### src/rtl/flash_status_pkg.sv
package flash_status_pkg;
  typedef enum logic [1:0] {
    OP_IDLE   = 2'd0,
    OP_PROG   = 2'd1,
    OP_BERASE = 2'd2,
    OP_CERASE = 2'd3
  } fs_op_e;
endpackage

### src/rtl/fs_err_track.sv
module fs_err_track
  import flash_status_pkg::*;
(
  input  logic   clk,
  input  logic   rst_n,
  input  fs_op_e cur_op,
  input  logic   fail,
  input  logic   clr,
  output logic   err_q,
  output fs_op_e eff_op
);
  fs_op_e err_op_q;
  logic   set_err;

  assign set_err = fail && (cur_op != OP_IDLE) && !clr;

  always_ff @(posedge clk or negedge rst_n) begin
    if (!rst_n) begin
      err_q    <= 1'b0;
      err_op_q <= OP_IDLE;
    end else if (clr) begin
      err_q <= 1'b0;
    end else if (set_err && !err_q) begin
      err_q    <= 1'b1;
      err_op_q <= cur_op;
    end
  end

  assign eff_op = err_q ? err_op_q : cur_op;


  clr_wins_chk: assert property (@(posedge clk) disable iff (!rst_n)
    clr |=> !err_q);

  err_set_chk: assert property (@(posedge clk) disable iff (!rst_n)
    (fail && cur_op != OP_IDLE && !clr) |=> err_q);

  err_hold_chk: assert property (@(posedge clk) disable iff (!rst_n)
    (err_q && !clr) |=> err_q);
endmodule

### src/rtl/fs_toggle.sv
module fs_toggle (
  input  logic clk,
  input  logic rst_n,
  input  logic flip,
  output logic q
);
  always_ff @(posedge clk or negedge rst_n) begin
    if (!rst_n) q <= 1'b0;
    else if (flip) q <= ~q;
  end


  tgl_flip_chk: assert property (@(posedge clk) disable iff (!rst_n)
    flip |=> (q != $past(q)));

  tgl_hold_chk: assert property (@(posedge clk) disable iff (!rst_n)
    !flip |=> $stable(q));
endmodule

### src/rtl/fs_format.sv
module fs_format
  import flash_status_pkg::*;
#(
  parameter int NBLK  = 7,
  parameter int DW    = 16,
  parameter int BLK_W = (NBLK > 1) ? $clog2(NBLK) : 1
) (
  input  fs_op_e            eff_op,
  input  logic              err,
  input  logic              suspend,
  input  logic              erase_run,
  input  logic              prog_bit7,
  input  logic              rd_stb,
  input  logic [BLK_W-1:0]  rd_blk,
  input  logic [NBLK-1:0]   erase_mask,
  input  logic [NBLK-1:0]   fault_mask,
  input  logic [DW-1:0]     arr_data,
  input  logic              t6,
  input  logic              t2,
  output logic [DW-1:0]     rd_data,
  output logic              busy_n,
  output logic              stat_sel,
  output logic              flip6,
  output logic              flip2
);
  localparam logic [BLK_W-1:0] LAST_BLK = BLK_W'(NBLK - 1);

  logic active, blk_ok, erasing, faulty, susp_eff, is_prog;
  logic [7:0] sbyte;

  always_comb begin
    active   = (eff_op != OP_IDLE);
    is_prog  = (eff_op == OP_PROG);
    blk_ok   = (rd_blk <= LAST_BLK);
    erasing  = blk_ok && ((eff_op == OP_CERASE) || erase_mask[rd_blk]);
    faulty   = blk_ok && fault_mask[rd_blk];
    susp_eff = suspend && (eff_op == OP_BERASE);
    stat_sel = active && !(susp_eff && !erasing);

    sbyte    = '0;
    sbyte[7] = is_prog ? ~prog_bit7 : susp_eff;
    sbyte[6] = t6;
    sbyte[5] = err;
    sbyte[3] = (eff_op == OP_CERASE) || ((eff_op == OP_BERASE) && erase_run);
    sbyte[2] = is_prog ? 1'b0 : t2;

    rd_data  = stat_sel ? {{(DW-8){1'b0}}, sbyte} : arr_data;
    busy_n   = !(active && !susp_eff);

    flip6    = rd_stb && stat_sel && !susp_eff;
    flip2    = rd_stb && stat_sel && !is_prog && (err ? faulty : erasing);
  end
endmodule

### src/rtl/flash_status_gen.sv
module flash_status_gen
  import flash_status_pkg::*;
#(
  parameter int NBLK  = 7,
  parameter int DW    = 16,
  parameter int BLK_W = (NBLK > 1) ? $clog2(NBLK) : 1
) (
  input  logic              clk,
  input  logic              rst_n,
  input  logic [1:0]        op_mode,
  input  logic              suspend,
  input  logic              erase_run,
  input  logic              prog_bit7,
  input  logic              fail,
  input  logic              clr_err,
  input  logic              rd_stb,
  input  logic [BLK_W-1:0]  rd_blk,
  input  logic [NBLK-1:0]   erase_mask,
  input  logic [NBLK-1:0]   fault_mask,
  input  logic [DW-1:0]     arr_data,
  output logic [DW-1:0]     rd_data,
  output logic              rdy_busy_n
);
  fs_op_e cur_op, eff_op;
  logic   err_q, t6, t2, flip6, flip2, stat_sel;

  assign cur_op = fs_op_e'(op_mode);

  fs_err_track u_err (
    .clk(clk), .rst_n(rst_n), .cur_op(cur_op), .fail(fail),
    .clr(clr_err), .err_q(err_q), .eff_op(eff_op)
  );

  fs_toggle u_tgl6 (.clk(clk), .rst_n(rst_n), .flip(flip6), .q(t6));
  fs_toggle u_tgl2 (.clk(clk), .rst_n(rst_n), .flip(flip2), .q(t2));

  fs_format #(.NBLK(NBLK), .DW(DW), .BLK_W(BLK_W)) u_fmt (
    .eff_op(eff_op), .err(err_q), .suspend(suspend), .erase_run(erase_run),
    .prog_bit7(prog_bit7), .rd_stb(rd_stb), .rd_blk(rd_blk),
    .erase_mask(erase_mask), .fault_mask(fault_mask), .arr_data(arr_data),
    .t6(t6), .t2(t2), .rd_data(rd_data), .busy_n(rdy_busy_n),
    .stat_sel(stat_sel), .flip6(flip6), .flip2(flip2)
  );


  busy_low_chk: assert property (@(posedge clk) disable iff (!rst_n)
    (!err_q && op_mode != 2'd0 && !(suspend && op_mode == 2'd2)) |-> !rdy_busy_n);

  spare_zero_chk: assert property (@(posedge clk) disable iff (!rst_n)
    !rdy_busy_n |-> (rd_data[DW-1:8] == '0 && rd_data[4] == 1'b0 && rd_data[1:0] == 2'b00));

  poll_prog_chk: assert property (@(posedge clk) disable iff (!rst_n)
    (!err_q && op_mode == 2'd1) |-> (rd_data[7] == !prog_bit7));

  t6_susp_chk: assert property (@(posedge clk) disable iff (!rst_n)
    (suspend && eff_op == OP_BERASE) |=> $stable(t6));

  pass_chk: assert property (@(posedge clk) disable iff (!rst_n)
    !stat_sel |-> (rd_data == arr_data));
endmodule

### config.mk
export PLATFORM = sky130hd
export DESIGN_NAME = flash_status_gen
export DESIGN_NICKNAME = d
export VERILOG_FILES = /design/src/rtl/flash_status_pkg.sv /design/src/rtl/fs_err_track.sv /design/src/rtl/fs_toggle.sv /design/src/rtl/fs_format.sv /design/src/rtl/flash_status_gen.sv
export SDC_FILE = /design/constraint.sdc
export NUM_CORES = 1
export LEC_CHECK = 0
export BUFFER_PORTS_ARGS = -buffer_cell sky130_fd_sc_hd__buf_2
export CAP_MARGIN = 10
export CORE_MARGIN = 2
export CORE_UTILIZATION = 36
export DETAILED_ROUTE_END_ITERATION = 8
export PLACE_DENSITY = 0.79
export SKIP_CTS_REPAIR_TIMING = 1
export SYNTH_ARGS = -nofsm -noshare
export SYNTH_HDL_FRONTEND = slang
export SYNTH_SLANG_ARGS = --single-unit
### constraint.sdc
create_clock -name clk -period 2.3 [get_ports clk]
set_input_delay 0.46 -clock clk [delete_from_list [all_inputs] [get_ports clk]]
set_output_delay 0.46 -clock clk [all_outputs]
set_load 0.005 [all_outputs]
### Word level (Yosys, flattened, before mapping)

Cells that the tools add are included.

* add/subtract/negate cells: 0
* multipliers: 0
* divide/modulo/power cells: 0
* $lt $le $gt $ge: 2
* eq/ne operators: 3
* shift operators: 0
* multiplexer cells: 11
* bitwise gates (word level): 4
* reductions and logical operators: 27

Operators by type and width (count)
* $mux 16: 1
* $logic_and 1x1->1: 14
* $logic_not 1->1: 7
* $mux 1: 7
* $bmux 1 s3: 2
* $reduce_bool 2->1: 3
* $eq 2x2->1 const B: 2
* $lt 3x4->1 const B: 1
* $not 1->1: 4
* $le 3x3->1 const B: 1
* $eq 2x1->1 const B: 1
* $logic_or 1x1->1: 2
* $mux 2: 1
* $reduce_and 2->1: 1

* register bits after elaboration: 5
* latch bits: 0
* bits in writable memories: 0
* ROM bits: 0
* word-level logic and storage cells: 51
* memories kept: 0

### Logic depth before layout (Yosys ltp)

* depth in word-level cells: 11
* gate-level depth with buffers: 8

### By module

From an unflattened synthesis, not the netlist that was laid out.

* cell total of the unflattened synthesis: 75
* area, all modules: 650.6 µm²

By module, submodules not included
* fs_format: times used 1, cells each 58, area an instance 431.7 µm², seq. area each 0.0 µm²
* fs_err_track: times used 1, cells each 13, area an instance 151.4 µm², seq. area each 75.1 µm²
* fs_toggle: times used 2, cells each 2, area an instance 33.8 µm², seq. area each 25.0 µm²

### Worst setup path before layout

OpenSTA, ideal clock, no wires.

* path kind: in2out
* start point: in rd_blk[0]
* end point: out rd_data[6]
* arrival: 1642 ps
* data required time: 1840 ps
* path slack: 198 ps
* cell stages on the path: 6
* cell sequence: buf_2 -> nor2b_1 -> a22oi_2 -> a21oi_2 -> o31a_1 -> mux2_4

* longest elaborated chain between the ends: 9
* elaborated cells between the ends (all ways): 10
* classes of those cells: 1 x order compare; 3 x mux; 6 x reduce/logical

Ends and longest elaborated chain
* from (decl): line flash_status_gen.sv:17 `input logic [BLK_W-1:0] rd_blk,`
* $bmux 1 s3: line fs_format.sv:35 `erasing = blk_ok && ((eff_op == OP_CERASE) || erase_mask[rd_blk]);`
* $mux 1 (not written as such): line fs_format.sv:35
* $logic_or 1x1->1: line fs_format.sv:35
* $logic_and 1x1->1 *: line fs_format.sv:35
* $logic_not 1->1 *: line fs_format.sv:38 `stat_sel = active && !(susp_eff && !erasing);`
* $logic_and 1x1->1 *: line fs_format.sv:38
* $logic_not 1->1 *: line fs_format.sv:38
* $logic_and 1x1->1 *: line fs_format.sv:38
* $mux 16 *: line fs_format.sv:47 `rd_data = stat_sel ? {{(DW-8){1'b0}}, sbyte} : arr_data;`
* to (decl): line flash_status_gen.sv:21 `output logic [DW-1:0] rd_data,`

Every way passes the cells marked *; elsewhere a longest branch is shown, timed or not. The select of a mux whose other input is x is not followed.

### Worst setup path in the final report

* start point: reg u_err.err_q
* end point: out rd_data[5]

* longest elaborated chain between the ends: 9
* elaborated cells between the ends (all ways): 12
* classes of those cells: 2 x eq/ne; 2 x mux; 8 x reduce/logical

Ends and longest elaborated chain
* from (decl): line fs_err_track.sv:9 `output logic err_q,`
* from (signal assigned): line fs_err_track.sv:19 `err_q <= 1'b0;`
* from (signal assigned): line fs_err_track.sv:22 `err_q <= 1'b0;`
* from (signal assigned): line fs_err_track.sv:24 `err_q <= 1'b1;`
* $mux 2: line fs_err_track.sv:29 `assign eff_op = err_q ? err_op_q : cur_op;`
* $eq 2x2->1: line fs_format.sv:35
* $logic_or 1x1->1: line fs_format.sv:35
* $logic_and 1x1->1: line fs_format.sv:35
* $logic_not 1->1: line fs_format.sv:38
* $logic_and 1x1->1: line fs_format.sv:38
* $logic_not 1->1: line fs_format.sv:38
* $logic_and 1x1->1: line fs_format.sv:38
* $mux 16 *: line fs_format.sv:47

Every way passes the cells marked *; elsewhere a longest branch is shown, timed or not.

==> impl_metrics.tcl <==
set metrics [dict create \
    antenna_found_initial 0 \
    routabilityCongestion 0.802 \
    fmax_mhz 430 \
    cp-end-kind "primary output" \
    core_mm2 0.00169 \
    dp_hpwl_um 1710 \
    wirelength_um 2340 \
    syn_area_um2 636 \
    num_rows 15 \
    avgSynthCellArea_um2 8.25 \
    ir_drop_uv 293 \
    power.leakage_nw 0.622 \
    violations "negative setup slack" \
    rsz0062_at_grt "true" \
    synth_top_area_share_pct 19.7 \
    r2r_end "u_tgl2.q" \
    status "finished with violations" \
    critPathArrivalTime_ns 1.86 \
    vias_per_cell 5.24 \
    r2r_cells 7 \
    period_share_pct 101 \
    route.vias.total 865 \
    r2r_slack_ns 0.64 \
    antenna_cells 0 \
    drtAntennaViolNets 0 \
    grt_pass1_wl_um 2700 \
    syn_inst 77 \
    synth_seq_area_share_pct 19.7 \
    dr.pass1.iters 4 \
    worstMarginPinSlew_ns 0.357 \
    pwr_density_cell_mw_per_mm2 492 \
    cts-root-buf "clkbuf_4" \
    cts.sinks 5 \
    die-area_mm2 0.00212 \
    ys_ff_latch 5 \
    start_kind "flip-flop" \
    yosysTopAreaCell "dfrtp_1" \
    rr_startpoint "u_err.err_q" \
    ys_top_cells_by_area "dfrtp_1 (20%), and2_1 (11%), mux2i_1 (7.9%)" \
    clock_path_buffers 2 \
    drt_iter0_markers 19 \
    required_ns 1.84 \
    hp-class "input pin to async pin" \
    cts_tree "yes" \
    setup_viol 1 \
    utilization_pct 67.3 \
    maxSlewViolCount 0 \
    grt_max_degree 12 \
    die_x_um 46.0 \
    max_slew_margin_pct 76.2 \
    setup_slack_ns -0.0238 \
    cts.reportedPaths.clkPinSlew_ns 0.05 \
    die_h_um 46.0 \
    synth_cell_types 34 \
    max_cap_viol_count 0 \
    wire_per_inst_um 14.2 \
    gr-total-overflow 0 \
    period_minus_slack_ns 2.32 \
    io_buffers 59 \
    path_class "flip-flop to primary output" \
    clk_latency_ns 0.24 \
    hold_ws_ns 0.0178 \
    drcViolationCount 0 \
    cp_max_fo 5 \
    initial_core_util_pct 37.6 \
    cts_htree_levels 1 \
    nets 192 \
    ys_warn_count 0 \
    tritoncts.num_buffers 3 \
    layout-drive-gt1-share_pct 62.2 \
    grt_pass1_vias 683 \
    grtUsageTotal_pct 16.9 \
    io_pins 60 \
    syn_nets 120 \
    clock_skew_ns 0.00154 \
    layout-area-overhead-vs-synth_pct 78.7 \
    hold_viol 0 \
]
[final cells by class]
| cell class | count | area [um^2] |
|---|---|---|
| clock buffers | 4 | 26.3 |
| fillers | 143 | 553 |
| inverters | 4 | 15.0 |
| multi-input cells | 64 | 498 |
| flip-flops and latches | 5 | 126 |
| well taps | 17 | 21.3 |
| repair buffers | 71 | 449 |
[critical path: stages (launching register included)]
cell and delay (ns):
dfrtp_2 0.43, buf_4 0.17, a211oi_1 0.18, a21o_1 0.13, o31a_1 0.24, buf_4 0.16
nand2_1 0.06, o21ai_1 0.11, buf_2 0.14
[flip-flops by register name (all words and copies together), names as in the netlist]
register / count
u_err.err_op_q: 2
u_err.err_q: 1
u_tgl6.q: 1
u_tgl2.q: 1
[kinds of logic (layout without fill, tap and decap cells)]
kind of cell	after synthesis	count (layout)	share of synthesized area [%]
buf+inv	8	79	7.48
flops	5	5	19.7
xor+xnor	2	2	2.76
simple gates	32	32	28.0
mux	7	7	13.8
compound gates	23	23	28.3
[cells in the mapped netlist]
library cell / n
o211ai_1: 2
o2111a_1: 1
mux2_4: 1
o221a_2: 1
a21oi_1: 3
nor2_1: 3
o21ai_0: 2
buf_6: 2
and3_1: 1
nand3_1: 1
nor3b_1: 1
xor2_1: 2
a21oi_2: 1
mux2i_1: 5
o2111ai_1: 1
a32o_1: 2
mux4_2: 1
a21o_1: 2
nand2b_1: 4
nor2b_1: 2
a31oi_1: 1
a22oi_2: 1
nand2_1: 7
a2bb2oi_1: 1
nand3b_1: 2
a211oi_1: 1
buf_2: 2
o31ai_1: 1
inv_1: 4
o21ai_1: 1
and2_1: 11
o31a_1: 1
o2bb2ai_1: 1
dfrtp_1: 5
[layer usage]
layer,track usage [%],up-vias,wire length [um]
li1,-,421,-
met1,20.2,397,828
met2,32.2,43,1360
met3,0.397,4,124
met4,4.57,0,28
met5,0,-,0
[placed cells by master (no fill, tap or decap), types with 4 or more instances in the layout]
| master | Yosys | routed |
|---|---|---|
| inv_1 | 4 | 4 |
| dfrtp_1 | 5 | 4 |
| buf_4 | 0 | 10 |
| buf_2 | 2 | 50 |
| nand2_1 | 7 | 7 |
| and2_4 | 0 | 8 |
| mux2i_1 | 5 | 4 |
| buf_6 | 2 | 11 |
[per-stage QoR]
stage          worst slack [ns]  power (mW)  instance area (um^2)  std cells  TNS (ns)
2_1_floorplan             0.198       0.276                   636         77         0
3_3_place_gp             0.0252       0.380                   972        156         0
3_5_place_dp            -0.0129       0.387                   972        156   -0.0277
4_1_cts                 -0.0401       0.488                   998        160    -0.271
5_1_grt                  -0.107       0.592                  1140        165    -0.368
6_report                -0.0238       0.559                  1140        165   -0.0238
[where the power goes]
part / internal [mW] / total [mW] / switching [mW]
combinational: 0.190 / 0.314 / 0.124
clock: 0.0657 / 0.103 / 0.0372
sequential: 0.116 / 0.143 / 0.0270
[how the worst max path moves through the flow]
stage / from / endpoint / cells after the start
2_1_floorplan: rd_blk[0] / rd_data[6] / 6
3_3_place_gp: rd_blk[1] / rd_data[8] / 8
3_5_place_dp: rd_blk[1] / rd_data[8] / 8
4_1_cts: u_err.err_q / rd_data[8] / 7
5_1_grt: u_err.err_q / rd_data[5] / 8
6_report: u_err.err_q / rd_data[5] / 8
Power figures use the tool's default switching activity.
